**config.mk**
```make
export PLATFORM = sky130hd
export DESIGN_NAME = prio_irq_unit
export DESIGN_NICKNAME = d
export VERILOG_FILES = /design/src/rtl/irq_pkg.sv /design/src/rtl/irq_ext_trig.sv /design/src/rtl/irq_arbiter.sv /design/src/rtl/irq_level_track.sv /design/src/rtl/prio_irq_unit.sv
export SDC_FILE = /design/constraint.sdc
export NUM_CORES = 1
export LEC_CHECK = 0
export BUFFER_PORTS_ARGS = -buffer_cell sky130_fd_sc_hd__buf_2
export CAP_MARGIN = 15
export CORE_ASPECT_RATIO = 1.75
export CORE_MARGIN = 4
export CORE_UTILIZATION = 44
export CTS_CLUSTER_DIAMETER = 150
export DETAILED_ROUTE_END_ITERATION = 12
export PLACE_DENSITY_LB_ADDON = 0.12
export SETUP_SLACK_MARGIN = 0.15
export SKIP_CTS_REPAIR_TIMING = 1
export SLEW_MARGIN = 20
export SYNTH_ARGS = -nofsm -noshare
export SYNTH_HDL_FRONTEND = slang
export SYNTH_HIERARCHICAL = 1
export SYNTH_SLANG_ARGS = --single-unit
```
**constraint.sdc**
```tcl
create_clock -name clk -period 3.5 [get_ports clk]
set_input_delay 0.7 -clock clk [delete_from_list [all_inputs] [get_ports clk]]
set_output_delay 0.7 -clock clk [all_outputs]
set_load 0.005 [all_outputs]
```
**src/rtl/irq_pkg.sv**
```systemverilog
// Shared definitions for the interrupt controller.
// Assumes source slots interleave external and timer inputs, with serial last.
package irq_pkg;
    typedef enum logic [2:0] {
        SRC_EXT0 = 3'd0,
        SRC_TMR0 = 3'd1,
        SRC_EXT1 = 3'd2,
        SRC_TMR1 = 3'd3,
        SRC_SER  = 3'd4
    } src_id_e;

    // Vector address of a source slot.
    function automatic logic [31:0] vec_addr(input int base, input int step, input int idx);
        return 32'(base + step * idx);
    endfunction
endpackage

```
**src/rtl/irq_ext_trig.sv**
```systemverilog
// Capture logic for one external request pin (active low).
// Level mode: the flag mirrors the inverted pin on each strobe.
// Edge mode: the flag sets on a 1-then-0 pair of strobe samples and clears on acceptance.
// Assumes clr is raised only on a strobe cycle.
module irq_ext_trig (
    input  logic clk,
    input  logic rst_n,
    input  logic stb,
    input  logic pin_n,
    input  logic edge_mode,
    input  logic clr,
    output logic flag
);
    logic samp_q;

    // Sample the pin once per machine cycle and update the request flag.
    always_ff @(posedge clk) begin
        if (!rst_n) begin
            samp_q <= 1'b0;
            flag   <= 1'b0;
        end else if (stb) begin
            samp_q <= pin_n;
            if (!edge_mode)
                flag <= ~pin_n;
            else if (clr)
                flag <= 1'b0;
            else if (samp_q && !pin_n)
                flag <= 1'b1;
        end
    end
endmodule

```
**src/rtl/irq_arbiter.sv**
```systemverilog
// Combinational picker: takes the lowest-index pending source of the best
// level that may still be entered, given the levels already active.
module irq_arbiter #(
    parameter int N = 5
) (
    input  logic [N-1:0] pend,
    input  logic [N-1:0] hi,
    input  logic         act_hi,
    input  logic         act_lo,
    output logic [N-1:0] gnt,
    output logic         gnt_hi
);
    logic [N-1:0] hp, lp, sel;

    // Split the pending set by level and choose the level allowed to enter.
    always_comb begin
        hp  = pend & hi;
        lp  = pend & ~hi;
        sel = '0;
        if (!act_hi && (|hp))
            sel = hp;
        else if (!act_hi && !act_lo)
            sel = lp;
    end

    // Keep the lowest set index of the chosen level.
    always_comb begin
        gnt = '0;
        for (int i = N - 1; i >= 0; i--) begin
            if (sel[i]) begin
                gnt    = '0;
                gnt[i] = 1'b1;
            end
        end
        gnt_hi = |(gnt & hi);
    end
endmodule

```
**src/rtl/irq_level_track.sv**
```systemverilog
// Tracks the two nesting levels currently in service.
// A return strobe releases the highest active level; acceptance then marks its level.
module irq_level_track (
    input  logic       clk,
    input  logic       rst_n,
    input  logic       ret,
    input  logic       set_hi,
    input  logic       set_lo,
    output logic [1:0] act
);
    logic [1:0] nxt;

    // Apply the return first, then the new acceptance.
    always_comb begin
        nxt = act;
        if (ret) begin
            if (act[1]) nxt[1] = 1'b0;
            else        nxt[0] = 1'b0;
        end
        if (set_hi) nxt[1] = 1'b1;
        if (set_lo) nxt[0] = 1'b1;
    end

    // Hold the active-level state.
    always_ff @(posedge clk) begin
        if (!rst_n) act <= 2'b00;
        else        act <= nxt;
    end
endmodule

```
**src/rtl/prio_irq_unit.sv**
```systemverilog
// Top of the two-level interrupt controller.
// Slot 2k holds external k, slot 2k+1 holds timer k, and the last slot is serial.
// Assumes N_EXT == N_TMR. Requests are accepted only on cyc_stb. The core is
// assumed to take every irq_req pulse.
module prio_irq_unit #(
    parameter int N_EXT    = 2,
    parameter int N_TMR    = 2,
    parameter int N_SRC    = N_EXT + N_TMR + 1,
    parameter int VEC_W    = 16,
    parameter int VEC_BASE = 3,
    parameter int VEC_STEP = 8
) (
    input  logic             clk,
    input  logic             rst_n,
    input  logic             cyc_stb,
    input  logic             ret_stb,
    input  logic [N_EXT-1:0] ext_n,
    input  logic [N_EXT-1:0] ext_edge,
    input  logic [N_TMR-1:0] tmr_flag,
    input  logic             ser_ri,
    input  logic             ser_ti,
    input  logic             glob_en,
    input  logic [N_SRC-1:0] src_en,
    input  logic [N_SRC-1:0] src_hi,
    output logic             irq_req,
    output logic [VEC_W-1:0] irq_vec,
    output logic [N_SRC-1:0] src_ack,
    output logic [N_TMR-1:0] tmr_clr,
    output logic [N_EXT-1:0] ext_flag,
    output logic [1:0]       lvl_act
);
    localparam int SER_IDX = N_SRC - 1;
    localparam int IDX_W   = $clog2(N_SRC);

    logic [N_SRC-1:0] raw, pend, gnt;
    logic             gnt_hi, take;
    logic [IDX_W-1:0] gnt_idx;

    // External pins sit in even slots.
    for (genvar k = 0; k < N_EXT; k++) begin : g_ext
        irq_ext_trig u_trig (
            .clk       (clk),
            .rst_n     (rst_n),
            .stb       (cyc_stb),
            .pin_n     (ext_n[k]),
            .edge_mode (ext_edge[k]),
            .clr       (take && gnt[2*k]),
            .flag      (ext_flag[k])
        );
        assign raw[2*k] = ext_flag[k];
    end

    // Timer flags sit in odd slots.
    for (genvar k = 0; k < N_TMR; k++) begin : g_tmr
        assign raw[2*k+1] = tmr_flag[k];
    end

    assign raw[SER_IDX] = ser_ri | ser_ti;
    assign pend         = raw & src_en & {N_SRC{glob_en}};

    irq_arbiter #(.N(N_SRC)) u_arb (
        .pend   (pend),
        .hi     (src_hi),
        .act_hi (lvl_act[1]),
        .act_lo (lvl_act[0]),
        .gnt    (gnt),
        .gnt_hi (gnt_hi)
    );

    assign take = cyc_stb && (|gnt);

    irq_level_track u_lvl (
        .clk    (clk),
        .rst_n  (rst_n),
        .ret    (ret_stb),
        .set_hi (take && gnt_hi),
        .set_lo (take && !gnt_hi),
        .act    (lvl_act)
    );

    // Encode the one-hot grant into a slot number for the vector.
    always_comb begin
        gnt_idx = '0;
        for (int i = 0; i < N_SRC; i++)
            if (gnt[i]) gnt_idx = IDX_W'(i);
    end

    // Register the request, vector, acknowledge and timer clear pulses.
    always_ff @(posedge clk) begin
        if (!rst_n) begin
            irq_req <= 1'b0;
            irq_vec <= '0;
            src_ack <= '0;
            tmr_clr <= '0;
        end else begin
            irq_req <= take;
            src_ack <= take ? gnt : '0;
            for (int k = 0; k < N_TMR; k++)
                tmr_clr[k] <= take && gnt[2*k+1];
            if (take)
                irq_vec <= VEC_W'(irq_pkg::vec_addr(VEC_BASE, VEC_STEP, int'(gnt_idx)));
        end
    end
endmodule

```
==> impl_results.md <==
* 1st-iter DRT viols at 28
* Synthesis-stage register bit count at 18
* DR pass1 iterations at 4
* Post-synthesis sequential area ratio at 0.357
* Total negative slack at 0 ns
* Final Max Slew Viols at 0
* Clock skew at 0.00108 ns
* Area delta synth->final at 19.8%
* Commonest cells post-synth: 18 x dfxtp_1, 12 x buf_4, 11 x and3_1
* Synth unique cells at 39
* Vias per cell at 5.26
* Port buffer count at 39
* Primary FF master, synth: dfxtp_1
* Tightest Hold Check Type: reg -> reg
* CTS root buf: clkbuf_4
* Top-count cell post-synth: dfxtp_1
* First-pass GRT wire length at 3.54 mm
* Post-route ant nets at 0
* Post-detail-place hpwl at 1.79 mm
* Power per cell area at 348 nW/um^2
* GRT Total Usage at 0.141
* H-Tree Depth at 1
* Die height at 71.4 microns
* Clock tree buffer depth at 2
* Largest area contributor in the synthesized netlist: dfxtp_1
* Via count of the first global-routing pass at 918
* Clock-pin slew on the worst setup and hold paths at 0.10 ns
* Dpl ws at 0.363 ns
* RSZ-0062 raised after global routing: false
* Critical Path Source Type: input pin
* Yosys top cell area share at 0.357
* Critical Path RT at 3.72 ns
* Final Cell Area at 1210 sq um
* Drt total wl at 2.18 mm
* Area after DPL at 1170 sq um
* Crit path time final at 2.88 ns
* Drt wl/cell at 12.0 microns
* Standard-cell rows at 22
* Final Setup Violations at 0
* Clock Sink Count at 18
* Max Clk Rate at 0.347 GHz
* Final worst path period share at 0.823
* TritonCTS clock tree: yes
* Die ar. at 3160 sq um
* Fraction of registers with async set/reset at 0
* EDFF count, synth at 0
* P_leak at 0.637 nW
* Cell Area, Synth at 1010 sq um
* Critical-path cell list: buf_2 -> and3_1 -> a222oi_1 -> nand2_2 -> nor2_1 -> o211ai_1 -> nor3b_2 -> nor3_4 -> a21oi_2 -> nor2b_1 -> o21ai_0 -> a21oi_1
* Chip Width at 44.2 microns
* Worst-Margin Slew at 0.551 ns
* Nets at 182
* CP Max Fanout at 5
* Synth warnings at 6
* Routability cong. at 0.821
* Top Ports at 51
* Worst setup margin at 0.619 ns
* Ant diodes at 0
* Routed vias at 958
* Top cells by area, synth: dfxtp_1 36%, buf_4 8.9%, and3_1 6.8%, nor2_1 3.3%, nor2b_1 3.1%
* Setup CP Type: in -> reg
* Worst-path cell with the longest stage delay: a222oi_1
* Outcome: completed
* Initial antenna violation count at 0
* Max-cap violations at 0
* Largest net degree at the start of global routing at 23
* CTS Buf Count at 3
* Post-Syn Instances at 119
* Core Area at 2150 sq um
* Starting Density at 0.470
* Final hold vios at 0
* Max stage delay on crit path at 0.54 ns
* Syn avg cell area at 8.49 sq um
* Worst-Skew Late Latency at 0.28 ns
* Maximum VDD drop at 0.000154 V
* Worst path arrival time at 3.10 ns
* Remaining DRCs at 0
* Gr ovfl total at 0
* Crit. End Element: flop
* Rel. slew slack at 0.633
* Layout cells sized above 1 at 0.335
-- worst paths after layout --
path,start,endpoint,slack (ns),cells after the start
min,irq_vec[4],irq_vec[4],0.48,2
max,glob_en,u_lvl/act[0],0.62,12
min reg2reg,irq_vec[4],irq_vec[4],0.48,2
max reg2reg,g_ext[1].u_trig/flag,u_lvl/act[0],0.78,11
-- flip-flops by register name, summed over array words and instances, names as in the netlist --
register             count
src_ack                  5
irq_vec                  4
g_ext.u_trig/flag        2
g_ext.u_trig/samp_q      2
tmr_clr                  2
u_lvl/act                2
irq_req                  1
-- worst max-delay path: cells and delay by family --
family / cells / cell delay, ns
and+or+nand+nor: 6 / 1.18
buffers and inverters: 1 / 0.12
AOI/OAI and AO/OA: 5 / 1.09
-- area by class of cell --
cell class | count | area, sq um
Tap cell | 24 | 30.0
Sequential cell | 18 | 360
Fill cell | 209 | 937
Clock buffer | 4 | 36.3
Inverter | 6 | 22.5
Multi-Input combinational cell | 91 | 566
Timing Repair Buffer | 39 | 195
-- cell families after synthesis --
logic type | Yosys count | synth area share
simple gates | 47 | 0.288
compound gates | 31 | 0.212
buf+inv | 20 | 0.120
flops | 18 | 0.357
mux | 2 | 0.0198
other cells | 1 | 0.00371
-- stage by stage --
stage	cells	hold WS (ns)	util	total power, mW
floorplan	129	0.469	-	0.278
global placement	178	0.463	0.547	0.299
detailed placement	178	0.472	0.547	0.301
CTS	182	0.487	0.564	0.426
global route	182	0.526	0.564	0.445
finish	182	0.480	0.564	0.421
-- power by group --
group | total [mW] | internal (mW) | switching (mW)
Sequential | 0.219 | 0.213 | 0.00553
Combinational | 0.0773 | 0.0355 | 0.0418
Clock | 0.125 | 0.0633 | 0.0613
-- placed cells by master, fill, tap and decap left out, types with 3 or more instances in the layout --
| cell type | netlist | routed |
|---|---|---|
| and2b_2 | 3 | 3 |
| and2_1 | 3 | 3 |
| nor2_1 | 9 | 9 |
| inv_1 | 6 | 6 |
| clkbuf_4 | 0 | 3 |
| nand2_1 | 5 | 5 |
| conb_1 | 1 | 11 |
| buf_2 | 1 | 39 |
| and3_1 | 11 | 11 |
| o21ai_0 | 6 | 6 |
| a21oi_1 | 5 | 5 |
| nor2b_1 | 5 | 5 |
| dfxtp_1 | 18 | 18 |
-- routing by layer --
metal	vias to the layer above	GRT usage	share of wire
met3	2	0.0302	0.068
met4	0	0.0570	0.0092
met1	442	0.151	0.39
met5	-	0	0
met2	34	0.256	0.53
li1	480	-	-
Note: power is estimated with default switching activity, not from simulation.
